==> config.mk <==
export PLATFORM = sky130hd
export DESIGN_NAME = esd_timing_ctrl
export DESIGN_NICKNAME = d
export VERILOG_FILES = /design/src/rtl/esd_pkg.sv /design/src/rtl/esd_sync_in.sv /design/src/rtl/esd_seq.sv /design/src/rtl/esd_out_stage.sv /design/src/rtl/esd_timing_ctrl.sv
export SDC_FILE = /design/constraint.sdc
export NUM_CORES = 1
export LEC_CHECK = 0
export ABC_AREA = 1
export CORE_MARGIN = 1
export CORE_UTILIZATION = 47
export DETAILED_ROUTE_END_ITERATION = 16
export GPL_ROUTABILITY_DRIVEN = 0
export PLACE_DENSITY_LB_ADDON = 0.25
export SLEW_MARGIN = 20
export SYNTH_ARGS = -nofsm -noshare
export SYNTH_HDL_FRONTEND = slang
export SYNTH_HIERARCHICAL = 1
export SYNTH_SLANG_ARGS = --single-unit
==> constraint.sdc <==
create_clock -name clk -period 1.6 [get_ports clk]
set_input_delay 0.48 -clock clk [delete_from_list [all_inputs] [get_ports clk]]
set_output_delay 0.48 -clock clk [all_outputs]
set_load 0.005 [all_outputs]
==> src/rtl/esd_pkg.sv <==
package esd_pkg;
   typedef enum logic [1:0] {
      ST_VBLANK = 2'd0,
      ST_HBLANK = 2'd1,
      ST_ACTIVE = 2'd2
   } esd_state_e;
endpackage

==> src/rtl/esd_sync_in.sv <==
// One external sync input: edge-selectable capture, polarity fix,
// synchronizer chain and a single-pulse rising trigger.
module esd_sync_in #(
   parameter int STAGES = 2
) (
   input  logic clk,
   input  logic rst_n,
   input  logic raw,
   input  logic inv,
   input  logic fall,
   output logic trig
);
   generate
      if (STAGES < 2) begin : g_bad_stages
         $error("esd_sync_in: STAGES must be at least 2");
      end
   endgenerate

   logic              neg_q;
   logic              samp;
   logic [STAGES-1:0] chain;
   logic              prev;

   always_ff @(negedge clk or negedge rst_n) begin
      if (!rst_n) neg_q <= 1'b0;
      else        neg_q <= raw;
   end

   assign samp = (fall ? neg_q : raw) ^ inv;

   always_ff @(posedge clk or negedge rst_n) begin
      if (!rst_n) begin
         chain <= '0;
         prev  <= 1'b0;
      end else begin
         chain <= {chain[STAGES-2:0], samp};
         prev  <= chain[STAGES-1];
      end
   end

   assign trig = chain[STAGES-1] & ~prev;

   // A held level yields one trigger only
   assert_single_trigger_R8: assert property (@(posedge clk) disable iff (!rst_n)
      trig |=> !trig);
endmodule

==> src/rtl/esd_seq.sv <==
// Blanking / active sequencer driven purely by external sync triggers.
module esd_seq import esd_pkg::*; #(
   parameter int CNT_W = 12
) (
   input  logic             clk,
   input  logic             rst_n,
   input  logic             ext_en,
   input  logic             vs_trig,
   input  logic             hs_trig,
   input  logic [CNT_W-1:0] h_pixels,
   input  logic [CNT_W-1:0] v_lines,
   output esd_state_e       state,
   output logic             frame_done
);
   generate
      if (CNT_W < 2) begin : g_bad_cnt
         $error("esd_seq: CNT_W must be at least 2");
      end
   endgenerate

   localparam logic [CNT_W-1:0] ONE = CNT_W'(1);

   logic [CNT_W-1:0] px, ln;
   logic [CNT_W-1:0] h_last, v_last;

   assign h_last = h_pixels - ONE;
   assign v_last = v_lines - ONE;

   always_ff @(posedge clk or negedge rst_n) begin
      if (!rst_n) begin
         state      <= ST_VBLANK;
         px         <= '0;
         ln         <= '0;
         frame_done <= 1'b0;
      end else begin
         frame_done <= 1'b0;
         if (!ext_en) begin
            state <= ST_VBLANK;
         end else begin
            case (state)
               ST_VBLANK: if (vs_trig) begin
                  state <= ST_HBLANK;
                  ln    <= '0;
               end
               ST_HBLANK: if (hs_trig) begin
                  state <= ST_ACTIVE;
                  px    <= '0;
               end
               ST_ACTIVE: begin
                  if (px == h_last) begin
                     if (ln == v_last) begin
                        state      <= ST_VBLANK;
                        frame_done <= 1'b1;
                     end else begin
                        state <= ST_HBLANK;
                        ln    <= ln + ONE;
                     end
                  end else begin
                     px <= px + ONE;
                  end
               end
               default: state <= ST_VBLANK;
            endcase
         end
      end
   end

   assert_vblank_hold_R2: assert property (@(posedge clk) disable iff (!rst_n)
      (state == ST_VBLANK && !(ext_en && vs_trig)) |=> state == ST_VBLANK);

   assert_hblank_hold_R4: assert property (@(posedge clk) disable iff (!rst_n)
      (state == ST_HBLANK && ext_en && !hs_trig) |=> state == ST_HBLANK);

   assert_px_bound_R5: assert property (@(posedge clk) disable iff (!rst_n)
      (state == ST_ACTIVE) |-> px <= h_last);

   assert_done_in_vblank_R7: assert property (@(posedge clk) disable iff (!rst_n)
      frame_done |-> state == ST_VBLANK);

   assert_done_one_cycle_R7: assert property (@(posedge clk) disable iff (!rst_n)
      frame_done |=> !frame_done);
endmodule

==> src/rtl/esd_out_stage.sv <==
// Pixel and enable/key output registers with rising/falling edge retiming.
module esd_out_stage #(
   parameter int RGB_W = 24
) (
   input  logic             clk,
   input  logic             rst_n,
   input  logic             fall,
   input  logic             act,
   input  logic [RGB_W-1:0] pix,
   input  logic [RGB_W-1:0] key_color,
   input  logic             key_en,
   input  logic             key_low,
   output logic [RGB_W-1:0] rgb_o,
   output logic             de_o
);
   generate
      if (RGB_W < 1) begin : g_bad_w
         $error("esd_out_stage: RGB_W must be positive");
      end
   endgenerate

   logic [RGB_W-1:0] rgb_p, rgb_n;
   logic             hit_p, hit_n;

   always_ff @(posedge clk or negedge rst_n) begin
      if (!rst_n) begin
         rgb_p <= '0;
         hit_p <= 1'b0;
      end else begin
         rgb_p <= act ? pix : '0;
         hit_p <= key_en & act & (pix == key_color);
      end
   end

   always_ff @(negedge clk or negedge rst_n) begin
      if (!rst_n) begin
         rgb_n <= '0;
         hit_n <= 1'b0;
      end else begin
         rgb_n <= rgb_p;
         hit_n <= hit_p;
      end
   end

   assign rgb_o = fall ? rgb_n : rgb_p;
   assign de_o  = (fall ? hit_n : hit_p) ^ key_low;
endmodule

==> src/rtl/esd_timing_ctrl.sv <==
module esd_timing_ctrl import esd_pkg::*; #(
   parameter int RGB_W       = 24,
   parameter int CNT_W       = 12,
   parameter int SYNC_STAGES = 2
) (
   input  logic             clk,
   input  logic             rst_n,
   input  logic             ext_en,
   input  logic             vs_inv,
   input  logic             hs_inv,
   input  logic             samp_fall,
   input  logic             out_fall,
   input  logic             key_en,
   input  logic             key_low,
   input  logic [RGB_W-1:0] key_color,
   input  logic [CNT_W-1:0] h_pixels,
   input  logic [CNT_W-1:0] v_lines,
   input  logic             ext_vs,
   input  logic             ext_hs,
   input  logic [RGB_W-1:0] pix_rgb,
   output logic             pix_rd,
   output logic [RGB_W-1:0] rgb_out,
   output logic             de_key,
   output logic [1:0]       state_o,
   output logic             frame_done
);
   localparam int N_SYNC = 2;   // index 0: vertical, 1: horizontal

   logic [N_SYNC-1:0] raw_s, inv_s, trig_s;
   esd_state_e        state;

   assign raw_s = {ext_hs, ext_vs};
   assign inv_s = {hs_inv, vs_inv};

   generate
      for (genvar g = 0; g < N_SYNC; g++) begin : g_sync
         esd_sync_in #(.STAGES(SYNC_STAGES)) u_sync (
            .clk  (clk),
            .rst_n(rst_n),
            .raw  (raw_s[g]),
            .inv  (inv_s[g]),
            .fall (samp_fall),
            .trig (trig_s[g])
         );
      end
   endgenerate

   esd_seq #(.CNT_W(CNT_W)) u_seq (
      .clk       (clk),
      .rst_n     (rst_n),
      .ext_en    (ext_en),
      .vs_trig   (trig_s[0]),
      .hs_trig   (trig_s[1]),
      .h_pixels  (h_pixels),
      .v_lines   (v_lines),
      .state     (state),
      .frame_done(frame_done)
   );

   assign pix_rd  = (state == ST_ACTIVE);
   assign state_o = state;

   esd_out_stage #(.RGB_W(RGB_W)) u_out (
      .clk      (clk),
      .rst_n    (rst_n),
      .fall     (out_fall),
      .act      (pix_rd),
      .pix      (pix_rgb),
      .key_color(key_color),
      .key_en   (key_en),
      .key_low  (key_low),
      .rgb_o    (rgb_out),
      .de_o     (de_key)
   );

   assert_ext_off_R13: assert property (@(posedge clk) disable iff (!rst_n)
      !ext_en |=> state_o == 2'd0);
endmodule

==> results.md <==
- DP HPWL: 9750 microns
- Unrepaired setup endpoints after global routing: yes
- Post-synth top area cell: dfrtp_1
- Failing checks: setup timing
- Nature of the critical path endpoint: output pin
- Internal power: 0.00363 W
- Global-route wire length before repair: 22,000 microns
- Worst-Skew Late Latency: 0.35 ns
- Met2 global-route usage: 45.4%
- Reg-to-reg startpoint: u_seq/px[11]
- Pre-CTS setup slack: -1.14 ns
- Worst EP arrival: 1.91 ns
- CTS tree: built
- Sequential share of power: 45.5%
- Finish-stage setup viols: 53
- Post-CTS Hold Fix Bufs: 0
- Port bufs: 111
- Max_cap viols: 0
- GR peak layer: met2
- CTS Buf Count: 9
- CP Data Required Time: 1.12 ns
- Vias in the first global route: 5,059
- EDFF count, synth: 0
- Status: complete, but fails checks
- Detail Route Antenna Nets: 0
- Syn Std Cell Area: 5250 sq um
- Worst-path maximum fanout: 1
- Clk root buf: clkbuf_8
- CTS H-tree depth: 3
- ANT cells: 0
- Die height: 108 microns
- Slew Limit Headroom: 76.4%
- Vias/cell: 4.92
- Tightest Pin Transition: 0.351 ns
- Area growth syn-to-layout: 51.4%
- Distinct cells, synth: 33
- Placed insts: 1,028
- Average size of a mapped cell: 7.46 sq um
- Reg2reg end: u_seq/ln[6]
- Filler Cell Count: 799
- Count leader, synth: nand2_1
- Die X: 108 microns
- Clock Skews: 0.0187 ns
- Cell area after layout: 7950 sq um
- Syn nets: 791
- I/O Pins: 112
- Share of cells above drive strength 1: 31.1%
- Startpoint types: register
- VDD IR max: 0.405 mV
- Largest net degree at the start of global routing: 41
- R2r worst-path depth: 14
- Area share of the largest cell type after synthesis: 27.6%
- Ys Warns: 6
- Area of the multi-input gates: 3000 sq um
- Max-slew violations: 0
- Combinational Power Share: 24.6%
- Via Count: 5,245
- Core footprint: 10,800 sq um
- Final WS setup: -0.786 ns
- Leakage power: 4.27 nW
- TritonRoute pass-1 iters: 5
- Post-Syn Instances: 704
- Sequential cell area: 2130 sq um
- Pwr dens: 635 nW/um^2
- Fin util: 73.3%
- Critical Path Start: u_out/hit_n
- Post-synth top flop: dfrtp_1
- Clk slew on worst S/H paths: 0.08 ns
- Nets@finish: 1,007
- GRT Total Usage: 24.4%
- Wirelength, routed: 14,300 microns
- Worst setup endpoint: de_key
- Gr ovfl total: 0
- Initial drt markers: 267
- Clock Path Buffers: 2
- Initial antenna violation count: 0
- Rows: 38
- Switching power: 0.00142 W
- Register area share after synthesis: 40.5%
- Sw Ratio: 28.1%
- Placed inst area: 7160 sq um
- Routed len/inst: 13.4 microns
- Post-route insts no fill: 1,065
- Kind of critical path: reg2out
- Top cells by area, synth: dfrtp_1 28%, nand2_1 17%, dfrtn_1 13%
- Most frequent cells after synthesis: 232 x nand2_1, 116 x inv_1, 80 x nor2_1, 58 x dfrtp_1, 42 x nand3_1
- Met3 usage: 5.08%
- Min-Delay Path Class: in2async
- Power share of the clock group: 30.0%
- Fraction of registers with async set/reset: 100%
- R2R Setup Slk: -0.31 ns
- DRC viols: 0
- Fin. Hold Viols: 0
- DIE AREA: 11,600 sq um
- Synthesized flop and latch total: 85
- Starting density of the core: 48.4%
- GR Util met1: 26.9%
- Clock sinks: 85
routing by layer:
metal | wire length [microns] | part of all wire (%)
met5 | 0 | 0
met1 | 5470 | 38
met3 | 1020 | 7.1
met2 | 7510 | 52
met4 | 325 | 2.3
power by group through the flow:
| stage | clock network (W) | logic [W] | registers (W) |
|---|---|---|---|
| final | 0.00151 | 0.00124 | 0.00230 |
| after floorplan | 0 | 0.000450 | 0.00233 |
| after detailed placement | 0 | 0.00108 | 0.00234 |
| after global routing | 0.00165 | 0.00135 | 0.00231 |
| after CTS | 0.00156 | 0.00114 | 0.00230 |
| after global placement | 0 | 0.00105 | 0.00233 |
cells in the final DEF, fill, tap and decap left out, types with 4 or more instances in the layout:
master,count
nor2_1,64
nand3_2,17
dlygate4sd2_1,9
o21ai_1,6
clkbuf_8,10
buf_12,5
nand3_1,35
buf_2,8
clkinvlp_4,4
dfrtp_1,58
dfrtn_1,27
nand4_1,5
nor2_4,17
nand2_2,18
clkdlybuf4s50_1,56
buf_6,40
nand2_1,211
nor2_2,10
nand2_8,4
clkbuf_2,5
nand3b_1,5
nand2_4,7
buf_4,86
mux2_4,24
o21ai_2,10
inv_2,7
nor3_1,6
xnor2_1,10
inv_1,108
xor2_1,25
cells by family after synthesis:
kind of cell             count (synthesis)  share of synthesized area [%]
AND/OR/NAND/NOR                        398                           33.0
buffers and inverters                  133                           10.4
flip-flops                              85                           40.5
XOR/XNOR                                37                           6.17
multiplexers                            25                           6.77
AO/OA/AOI/OAI                           22                           2.19
adder cells (fa/ha/maj)                  4                          0.953
timing repair:
action | 4_1_cts | 5_1_grt
cloned | 5 | 1
endpoints found under the setup margin | 56 | 56
pin swaps | 46 | 59
buffers inserted | 7 | 13
resized for setup | 249 | 75
area by class of cell:
| type | count | area share, % |
|---|---|---|
| well taps | 140 | 2.20 |
| repair buffers | 215 | 25.0 |
| clock buffers | 10 | 1.73 |
| clock inverters | 6 | 0.787 |
| inverters | 119 | 5.73 |
| multi-input cells | 490 | 37.7 |
| flip-flops and latches | 85 | 26.8 |
critical path: stages, from the launching register on:
cell	delay (ns)
dfrtn_1	0.34
mux2i_2	0.17
xnor2_1	0.14
buf_2	0.13
state kept, by name (all words and copies together), names as in the netlist:
signal,cells
u_out/rgb_p,24
u_out/hit_p,1
g_sync.u_sync/chain,4
u_out/hit_n,1
g_sync.u_sync/neg_q,2
g_sync.u_sync/prev,2
u_seq/px,12
u_seq/frame_done,1
u_seq/state,2
u_seq/ln,12
u_out/rgb_n,24
per-stage QoR:
step | hold WS, ns | power, W | TNS, ns
6_report | 0.0728 | 0.00505 | -27.41
5_1_grt | 0.0518 | 0.00531 | -29.87
4_1_cts | 0.0514 | 0.00499 | -24.09
3_5_place_dp | 0.340 | 0.00342 | -47.63
3_3_place_gp | 0.340 | 0.00338 | -46.08
2_1_floorplan | 0.184 | 0.00278 | -16.38
how the worst min path moves through the flow:
stage                              startpoint                        end  cells after the start
floorplan                               rst_n  g_sync[0].u_sync/chain[0]                      0
global placement    g_sync[0].u_sync/chain[0]  g_sync[0].u_sync/chain[1]                      0
detailed placement  g_sync[1].u_sync/chain[0]  g_sync[1].u_sync/chain[1]                      0
CTS                                     rst_n             u_out/rgb_p[8]                      2
global route                            rst_n             u_out/rgb_p[8]                      2
finish                                  rst_n             u_out/rgb_p[3]                      2
No activity file was read; power rests on OpenSTA's default activity.
